$ cat src/rtl/acc_alu_pkg.sv
package acc_alu_pkg;

    // Offsets below the highest address of the window
    localparam int OFS_ACC  = 1;
    localparam int OFS_ADD  = 2;
    localparam int OFS_SUB  = 3;
    localparam int OFS_AND  = 4;
    localparam int OFS_SHR  = 5;
    localparam int OFS_SHL  = 6;
    localparam int OFS_FLAG = 7;
    localparam int OFS_NEG  = 8;

    localparam int FLAG_W = 6;

    typedef enum logic [2:0] {
        OP_NONE,
        OP_LOAD,
        OP_ADD,
        OP_SUB,
        OP_AND,
        OP_SHR,
        OP_SHL
    } alu_op_e;

    // Packed MSB first: zero lands in bit 0
    typedef struct packed {
        logic lbit;
        logic rbit;
        logic uf;
        logic cy;
        logic neg;
        logic zero;
    } cond_t;

endpackage

$ cat src/rtl/acc_alu_decode.sv
module acc_alu_decode
    import acc_alu_pkg::*;
#(
    parameter int ADDR_W = 8
) (
    input  logic [ADDR_W-1:0] addr,
    input  logic              wr_en,
    output alu_op_e           op
);
    localparam logic [ADDR_W-1:0] A_TOP = '1;
    localparam logic [ADDR_W-1:0] A_ACC = A_TOP - ADDR_W'(OFS_ACC);
    localparam logic [ADDR_W-1:0] A_ADD = A_TOP - ADDR_W'(OFS_ADD);
    localparam logic [ADDR_W-1:0] A_SUB = A_TOP - ADDR_W'(OFS_SUB);
    localparam logic [ADDR_W-1:0] A_AND = A_TOP - ADDR_W'(OFS_AND);
    localparam logic [ADDR_W-1:0] A_SHR = A_TOP - ADDR_W'(OFS_SHR);
    localparam logic [ADDR_W-1:0] A_SHL = A_TOP - ADDR_W'(OFS_SHL);

    always_comb begin
        op = OP_NONE;
        if (wr_en) begin
            unique case (addr)
                A_ACC:   op = OP_LOAD;
                A_ADD:   op = OP_ADD;
                A_SUB:   op = OP_SUB;
                A_AND:   op = OP_AND;
                A_SHR:   op = OP_SHR;
                A_SHL:   op = OP_SHL;
                default: op = OP_NONE;
            endcase
        end
    end
endmodule

$ cat src/rtl/acc_alu_core.sv
module acc_alu_core
    import acc_alu_pkg::*;
#(
    parameter int DATA_W = 16
) (
    input  alu_op_e           op,
    input  logic [DATA_W-1:0] acc_q,
    input  cond_t             cond_q,
    input  logic [DATA_W-1:0] wdata,
    output logic [DATA_W-1:0] acc_n,
    output cond_t             cond_n
);
    localparam int EXT_W = DATA_W + 1;

    logic [EXT_W-1:0]  sum_w;
    logic [EXT_W-1:0]  dif_w;
    logic [DATA_W-1:0] res;

    assign sum_w = {1'b0, acc_q} + {1'b0, wdata};
    assign dif_w = {1'b0, acc_q} - {1'b0, wdata};

    always_comb begin
        res    = acc_q;
        cond_n = cond_q;
        unique case (op)
            OP_LOAD: res = wdata;
            OP_ADD: begin
                res       = sum_w[DATA_W-1:0];
                cond_n.cy = sum_w[DATA_W];
                cond_n.uf = 1'b0;
            end
            OP_SUB: begin
                res       = dif_w[DATA_W-1:0];
                cond_n.uf = dif_w[DATA_W];
                cond_n.cy = 1'b0;
            end
            OP_AND: begin
                res       = acc_q & wdata;
                cond_n.cy = 1'b0;
                cond_n.uf = 1'b0;
            end
            OP_SHR: begin
                res         = wdata >> 1;
                cond_n.rbit = wdata[0];
            end
            OP_SHL: begin
                res         = wdata << 1;
                cond_n.lbit = wdata[DATA_W-1];
            end
            default: ;
        endcase
        if (op != OP_NONE) begin
            cond_n.zero = (res == '0);
            cond_n.neg  = res[DATA_W-1];
        end
        acc_n = res;
    end
endmodule

$ cat src/rtl/acc_alu_rdmux.sv
module acc_alu_rdmux
    import acc_alu_pkg::*;
#(
    parameter int ADDR_W = 8,
    parameter int DATA_W = 16
) (
    input  logic [ADDR_W-1:0] addr,
    input  logic [DATA_W-1:0] acc_q,
    input  cond_t             cond_q,
    output logic [DATA_W-1:0] rd_data
);
    localparam logic [ADDR_W-1:0] A_TOP  = '1;
    localparam logic [ADDR_W-1:0] A_ACC  = A_TOP - ADDR_W'(OFS_ACC);
    localparam logic [ADDR_W-1:0] A_FLAG = A_TOP - ADDR_W'(OFS_FLAG);
    localparam logic [ADDR_W-1:0] A_NEG  = A_TOP - ADDR_W'(OFS_NEG);

    logic [DATA_W-1:0] flag_word;
    logic [DATA_W-1:0] neg_word;

    assign flag_word = {{(DATA_W-FLAG_W){1'b0}}, cond_q};
    // sign bit placed in position 1 for mask-and-shift branching
    assign neg_word  = {{(DATA_W-2){1'b0}}, cond_q.neg, 1'b0};

    always_comb begin
        unique case (addr)
            A_ACC:   rd_data = acc_q;
            A_FLAG:  rd_data = flag_word;
            A_NEG:   rd_data = neg_word;
            default: rd_data = '0;
        endcase
    end
endmodule

$ cat src/rtl/acc_alu_window.sv
module acc_alu_window
    import acc_alu_pkg::*;
#(
    parameter int ADDR_W = 8,
    parameter int DATA_W = 16
) (
    input  logic              clk,
    input  logic              rst_n,
    input  logic [ADDR_W-1:0] addr,
    input  logic              wr_en,
    input  logic [DATA_W-1:0] wr_data,
    output logic [DATA_W-1:0] rd_data
);
    localparam logic [ADDR_W-1:0] A_TOP  = '1;
    localparam logic [ADDR_W-1:0] A_ACC  = A_TOP - ADDR_W'(OFS_ACC);
    localparam logic [ADDR_W-1:0] A_ADD  = A_TOP - ADDR_W'(OFS_ADD);
    localparam logic [ADDR_W-1:0] A_SUB  = A_TOP - ADDR_W'(OFS_SUB);
    localparam logic [ADDR_W-1:0] A_FLAG = A_TOP - ADDR_W'(OFS_FLAG);
    localparam logic [ADDR_W-1:0] A_NEG  = A_TOP - ADDR_W'(OFS_NEG);

    typedef struct packed {
        logic [DATA_W-1:0] acc;
        cond_t             cond;
    } state_t;

    localparam state_t RST_STATE = '{acc: '0, cond: 6'b000001};

    state_t            st_d, st_q;
    alu_op_e           op;
    logic [DATA_W-1:0] acc_n;
    cond_t             cond_n;

    acc_alu_decode #(.ADDR_W(ADDR_W)) u_decode (
        .addr  (addr),
        .wr_en (wr_en),
        .op    (op)
    );

    acc_alu_core #(.DATA_W(DATA_W)) u_core (
        .op     (op),
        .acc_q  (st_q.acc),
        .cond_q (st_q.cond),
        .wdata  (wr_data),
        .acc_n  (acc_n),
        .cond_n (cond_n)
    );

    acc_alu_rdmux #(.ADDR_W(ADDR_W), .DATA_W(DATA_W)) u_rdmux (
        .addr    (addr),
        .acc_q   (st_q.acc),
        .cond_q  (st_q.cond),
        .rd_data (rd_data)
    );

    always_comb begin
        st_d = st_q;
        if (op != OP_NONE) begin
            st_d.acc  = acc_n;
            st_d.cond = cond_n;
        end
    end

    always_ff @(posedge clk or negedge rst_n) begin
        if (!rst_n) st_q <= RST_STATE;
        else        st_q <= st_d;
    end

    // direct load lands in the accumulator
    assert_load_value_R2: assert property (@(posedge clk) disable iff (!rst_n)
        (wr_en && addr == A_ACC) |=> (st_q.acc == $past(wr_data)));

    // add result is the modular sum of previous accumulator and data
    assert_add_value_R3: assert property (@(posedge clk) disable iff (!rst_n)
        (wr_en && addr == A_ADD) |=>
        (st_q.acc == DATA_W'($past(st_q.acc) + $past(wr_data))));

    // borrow flag follows the unsigned compare of the operands
    assert_sub_borrow_R4: assert property (@(posedge clk) disable iff (!rst_n)
        (wr_en && addr == A_SUB) |=>
        (st_q.cond.uf == ($past(st_q.acc) < $past(wr_data))));

    // zero and sign agree with the accumulator
    assert_zero_sign_R8: assert property (@(posedge clk) disable iff (!rst_n)
        (st_q.cond.zero == (st_q.acc == '0)) && (st_q.cond.neg == st_q.acc[DATA_W-1]));

    // sign word only reads 0 or 2
    assert_neg_word_R10: assert property (@(posedge clk) disable iff (!rst_n)
        (addr == A_NEG) |-> (rd_data == DATA_W'(0) || rd_data == DATA_W'(2)));

    // stores to read-only words leave state untouched
    assert_ro_store_R11: assert property (@(posedge clk) disable iff (!rst_n)
        (wr_en && (addr == A_FLAG || addr == A_NEG || addr == A_TOP)) |=> $stable(st_q));

    // no strobe, no change
    assert_idle_hold_R12: assert property (@(posedge clk) disable iff (!rst_n)
        (!wr_en) |=> $stable(st_q));
endmodule

$ cat config.mk
export PLATFORM = sky130hd
export DESIGN_NAME = acc_alu_window
export DESIGN_NICKNAME = d
export VERILOG_FILES = /design/src/rtl/acc_alu_pkg.sv /design/src/rtl/acc_alu_decode.sv /design/src/rtl/acc_alu_core.sv /design/src/rtl/acc_alu_rdmux.sv /design/src/rtl/acc_alu_window.sv
export SDC_FILE = /design/constraint.sdc
export NUM_CORES = 1
export LEC_CHECK = 0
export CELL_PAD_IN_SITES_DETAIL_PLACEMENT = 0
export CELL_PAD_IN_SITES_GLOBAL_PLACEMENT = 1
export CORE_ASPECT_RATIO = 0.8
export CORE_MARGIN = 1
export CORE_UTILIZATION = 44
export CTS_BUF_LIST = sky130_fd_sc_hd__clkbuf_8
export DETAILED_ROUTE_END_ITERATION = 6
export PLACE_DENSITY = 0.89
export SLEW_MARGIN = 20
export SYNTH_ARGS = -nofsm -noshare
export SYNTH_HDL_FRONTEND = slang
export SYNTH_SLANG_ARGS = --single-unit
$ cat constraint.sdc
create_clock -name clk -period 3.3 [get_ports clk]
set_clock_uncertainty 0.05 [all_clocks]
set_input_delay 0.495 -clock clk [delete_from_list [all_inputs] [get_ports clk]]
set_output_delay 0.495 -clock clk [all_outputs]
set_load 0.005 [all_outputs]
**Yosys cells after proc, flatten, opt, wreduce, memory -nomap -nowiden**

Cells that the tools add are included.

- Word-level logic and storage cells: 35
- Latch bits: 0
- Flip-flop bits (word level): 22
- Output and inout port bits: 16
- Memories: 0
- Bits of input ports: 27
- Memory bits (writable): 0
- Memory bits (read-only): 0

- Multiplexer cells: 5
- Reductions and logical operators: 6
- Multiply operators: 0
- Equality and inequality tests: 14
- Div/mod/pow operators: 0
- Bitwise gates (word level): 1
- Add/subtract/negate cells: 2
- Magnitude comparators: 0
- Shift operators: 0

Operators by type and width:

| cell | count |
|---|---|
| $pmux 16 s6 | 1 |
| $eq 8x8->1 const B | 8 |
| $pmux 16 s3 | 1 |
| $pmux 3 s6 | 1 |
| $add 16x16->17 | 1 |
| $sub 16x16->17 | 1 |
| $and 16x16->16 | 1 |
| $logic_not 16->1 | 1 |
| $eq 3x3->1 const B | 3 |
| $eq 3x2->1 const B | 2 |
| $pmux 2 s3 | 1 |
| $reduce_and 2->1 | 3 |
| $reduce_bool 3->1 | 2 |
| $eq 3x1->1 const B | 1 |
| $mux 3 | 1 |

**Logic depth before layout (Yosys ltp)**

- Depth in word-level cells: 6
- Depth in mapped cells: 12
- Mapped depth without buffers: 12

**Hierarchy**

Synthesis repeated with hierarchy kept, for this count alone.

- Cells, all modules: 492
- Area total of the unflattened synthesis: 3767.4 µm²

By module, submodules not included:

| module | instances | cells each | area an instance (µm²) | seq. area each (µm²) |
|---|---|---|---|---|
| acc_alu_core | 1 | 407 | 2675.1 | 0.0 |
| acc_alu_window | 1 | 47 | 838.3 | 551.8 |
| acc_alu_rdmux | 1 | 30 | 214.0 | 0.0 |
| acc_alu_decode | 1 | 8 | 40.0 | 0.0 |

**Worst setup path after synthesis**

Ideal clock, no wire load.

- Path kind: input -> register
- Start: input wr_data[0]
- End: register st_q[0] in the netlist's numbering
- Path buffers: 0
- Data required time: 3.178 ns
- Slack: 0.534 ns
- Data arrival time: 2.644 ns
- Stages: 11
- Library setup time: 0.072 ns
- Cell sequence: ha_1 fa_1 nand2b_1 a211oi_2 o21ai_2 o41ai_1 o311ai_1 a311oi_2 o21ba_1 nand4_1 o21ai_1

- Cells in the longest elaborated chain, start to end: 3
- Elaborated cells on any way between the ends: 5
- Classes of those cells: 2 x add/sub; 1 x mux; 1 x bitwise; 1 x reduce/logical

RTL lines:

| item | RTL line | source |
|---|---|---|
| start, declared | acc_alu_window.sv:11 | `input logic [DATA_W-1:0] wr_data,` |
| $sub 16x16->17, or another cell as far along | acc_alu_core.sv:20 | `assign dif_w = {1'b0, acc_q} - {1'b0, wdata};` |
| $pmux 16 s6 * | acc_alu_core.sv:25 | `unique case (op)` |
| $logic_not 16->1 * | acc_alu_core.sv:53 | `cond_n.zero = (res == '0);` |
| end signal, assigned | acc_alu_window.sv:65 | `else st_q <= st_d;` |
| end, declared | acc_alu_window.sv:28 | `state_t st_d, st_q;` |

Every way passes the cells marked *; elsewhere a longest branch is shown, timed or not.
A chain may end at the register's enable or synchronous reset.

**Worst setup path in the final report**

- Start: input wr_data[8]
- End: register st_q[0] in the netlist's numbering

The elaborated chain is that of the path after synthesis.

==> metrics.txt <==
fin util=between 60% and 70%; Port Buffer Count=42; top flop regs=st_q (21); Unique masters post-synth=100; Largest Register=st_q; status=finished, violations left; cell taking the most area after synthesis=dfrtp_1; Placement Setup Slack=-0.3081 ns; PwrDens=between 300 and 400 nW/um2; first-pass GRT wire length=around 21 mm; Lkg Pwr=2.178 nW; most frequent cells after synthesis=41 x nand2_1, 37 x nor2_1, 35 x inv_1, 32 x ha_1, 29 x a21oi_1; Final ANT Viol Nets=0; critical-path cell list=clkdlybuf4s50_1 -> inv_1 -> ha_1 -> or4_1 -> a221oi_4 -> nand2_1 -> a222oi_1 -> buf_4 -> a221oi_2 -> o21ba_1 -> nand4_1 -> o21ai_1; FMAX=between 300 and 400 MHz; share of layout cells above drive strength 1=26.78%; clock buffer depth=2; R2R depth=13; nets@finish=between 600 and 700; Max-cap violations=0; Synth Area per Inst=approximately 8 um2; count leader, synth=nand2_1; routed len/inst=approximately 20 um; GPL Wtd Cong=around 1.1; dpl cells=676; site row count=29; top post-synthesis cells by area=dfrtp_1 13%, ha_1 11%, nand2_1 4.1%; final hold violation count=0; initial antenna violation count=0; hold_buf cts=0; VDD IR max=between 0.2 and 0.3 mV; fill count=roughly 740; Sink Count=21; initial cell density of the core=46.09%; RR Startpoint=st_q[6]; Worst Path Arrival=3.42 ns; CP max FO=4; GRT overflow=0; ant diodes=0; Ports=43; initial DRC count=approximately 600; Vias/cell=roughly 6.4; fin crit share=98.89%; die area=8811 um2; vias in the first global route=4,094; Slew Limit Fails=0; Worst-path clk slew=approximately 0.090 ns; critical path capture point type=flip-flop; DP Wirelength=10.66 mm; worst min-delay path class=primary input to async pin; net count after synthesis=526; RR Endpoint=st_q[0]; Via Count=4,354; Inserted Clock Buffers=3; slowest CP cell=or4_1; Tmin final=3.263 ns; Die X=approximately 100 um; Synth Flop Type=dfrtp_1; All-Layer GR Usage=between 30% and 40%; CP max stage delay=roughly 0.59 ns; post-synthesis sequential area ratio=14.19%; Die Height=about 84 um; Setup WS post-layout=approximately 0.037 ns; Ys Warns=0; area grow syn2layout=32.15%; Req. time, crit path=3.46 ns; Max transition margin=roughly 37%; Startpoint Class=primary input; Post-route DRC=4; final setup vio count=0; Post-synth EDFFs=0; slew at the pin with the worst max-slew slack=about 0.94 ns; Mapped Area=3712 um2; gate count of the mapped netlist=465; CTS tree=yes; clock latency on the worst-skew pair=0.27 ns; Clock Tree Root=clkbuf_8; failing checks=DRC; 1st-pass router iterations=7; final non-filler cell total=about 700; total core area=8055 um2; H-tree Lvls=1; largest net degree at the start of global routing=27; post-synth top area share=approximately 13%; Synth async-reset ratio=100.0%; CP Class=primary input to flip-flop; Largest register FFs=21; drt total wl=13.69 mm; flops & latches, synth=21; worst reg-to-reg setup slack=around 0.36 ns
==> worst max path at each step <==
stage                from  endpoint  depth (start not counted)
2_1_floorplan  wr_data[0]   st_q[0]                         11
3_3_place_gp   wr_data[8]   st_q[0]                         11
3_5_place_dp   wr_data[0]   st_q[0]                         14
4_1_cts        wr_data[0]   st_q[0]                         14
5_1_grt        wr_data[8]   st_q[0]                         12
6_report       wr_data[8]   st_q[0]                         12
==> what timing repair did <==
item / CTS / global route
pin swaps: 1 / 15
gates resized for setup: 0 / 31
setup endpoints to repair: 1 / 3
setup buffers: 0 / 3
endpoints found under the hold margin: 0 / 0
==> cell type report <==
class / count / area (um2) / share of cell area [%]
Tap cell: 108 / 135.1 / 2.754
Timing Repair Buffer: 131 / 1086 / 22.14
Inverter: 35 / 131.4 / 2.678
Clock inverter: 1 / 5.005 / 0.1020
Clock buffer: 3 / 41.29 / 0.8416
Sequential cell: 21 / 526.8 / 10.74
Multi-Input combinational cell: 384 / 2980 / 60.75
==> per-stage QoR <==
step                 TNS, ns  power [mW]  instance area [um2]  hold slack, ns
finish                     0       1.781                 4906          0.1338
floorplan                  0       1.044                 3712          0.1494
global placement     -0.4350       1.448                 4690          0.4168
global route        -0.08669       1.882                 4906          0.1779
detailed placement   -0.7043       1.460                 4690          0.4193
CTS                        0       1.651                 4736          0.4339
==> cells by family after synthesis <==
kind of cell	count (synthesis)	synth area share, %
and+or+nand+nor	168	25.31
DFF	21	14.19
xor gates and xnor gates	9	2.123
muxes	12	3.370
adders and majority gates	34	11.86
AOI/OAI and AO/OA	161	33.57
buffers and inverters	60	9.572
==> power breakdown <==
group | switching [mW] | internal [mW]
registers | 0.0671 | 0.299
logic | 0.677 | 0.551
clock network | 0.102 | 0.0846
==> per-layer routing <==
metal	share of wire (%)	wire (um)	track usage, %
met2	43	5947	48.04
met3	12	1661	6.522
met1	43	5861	43.12
met5	0	0	0
met4	1.6	220	5.378
==> cells in the final DEF, fill, tap and decap left out, types with 3 or more instances in the layout <==
master / netlist / final
clkbuf_8: 4 / 3
a21o_1: 4 / 4
a22o_1: 10 / 10
nand2b_1: 8 / 7
ha_1: 32 / 30
a22oi_1: 7 / 7
and2_1: 11 / 10
o21ai_1: 2 / 5
inv_1: 35 / 35
nor4_1: 4 / 4
buf_4: 2 / 89
nor3_1: 7 / 5
xnor2_1: 7 / 7
clkdlybuf4s50_1: 0 / 40
nor2b_1: 9 / 9
a222oi_1: 3 / 3
mux2i_1: 8 / 8
or3_1: 4 / 4
a31oi_1: 7 / 6
nor3_2: 1 / 3
a221o_2: 3 / 3
nand2_1: 41 / 41
nand3_1: 14 / 13
a21oi_1: 29 / 25
o31ai_1: 6 / 6
dfrtp_1: 20 / 20
a21oi_2: 1 / 3
nand3b_1: 3 / 3
o211ai_1: 5 / 5
nor2_1: 37 / 35
o22ai_1: 5 / 5
mux2_2: 4 / 4
o21bai_1: 3 / 3
and3_1: 3 / 3
o21ai_0: 22 / 19
==> worst max-delay path: cells and delay by family <==
family,cells,cell delay [ns]
adder cells (fa/ha/maj),1,0.36
AO/OA/AOI/OAI,5,0.92
buffers and inverters,3,0.78
AND/OR/NAND/NOR,3,0.88
No activity file was read; power rests on OpenSTA's default activity.
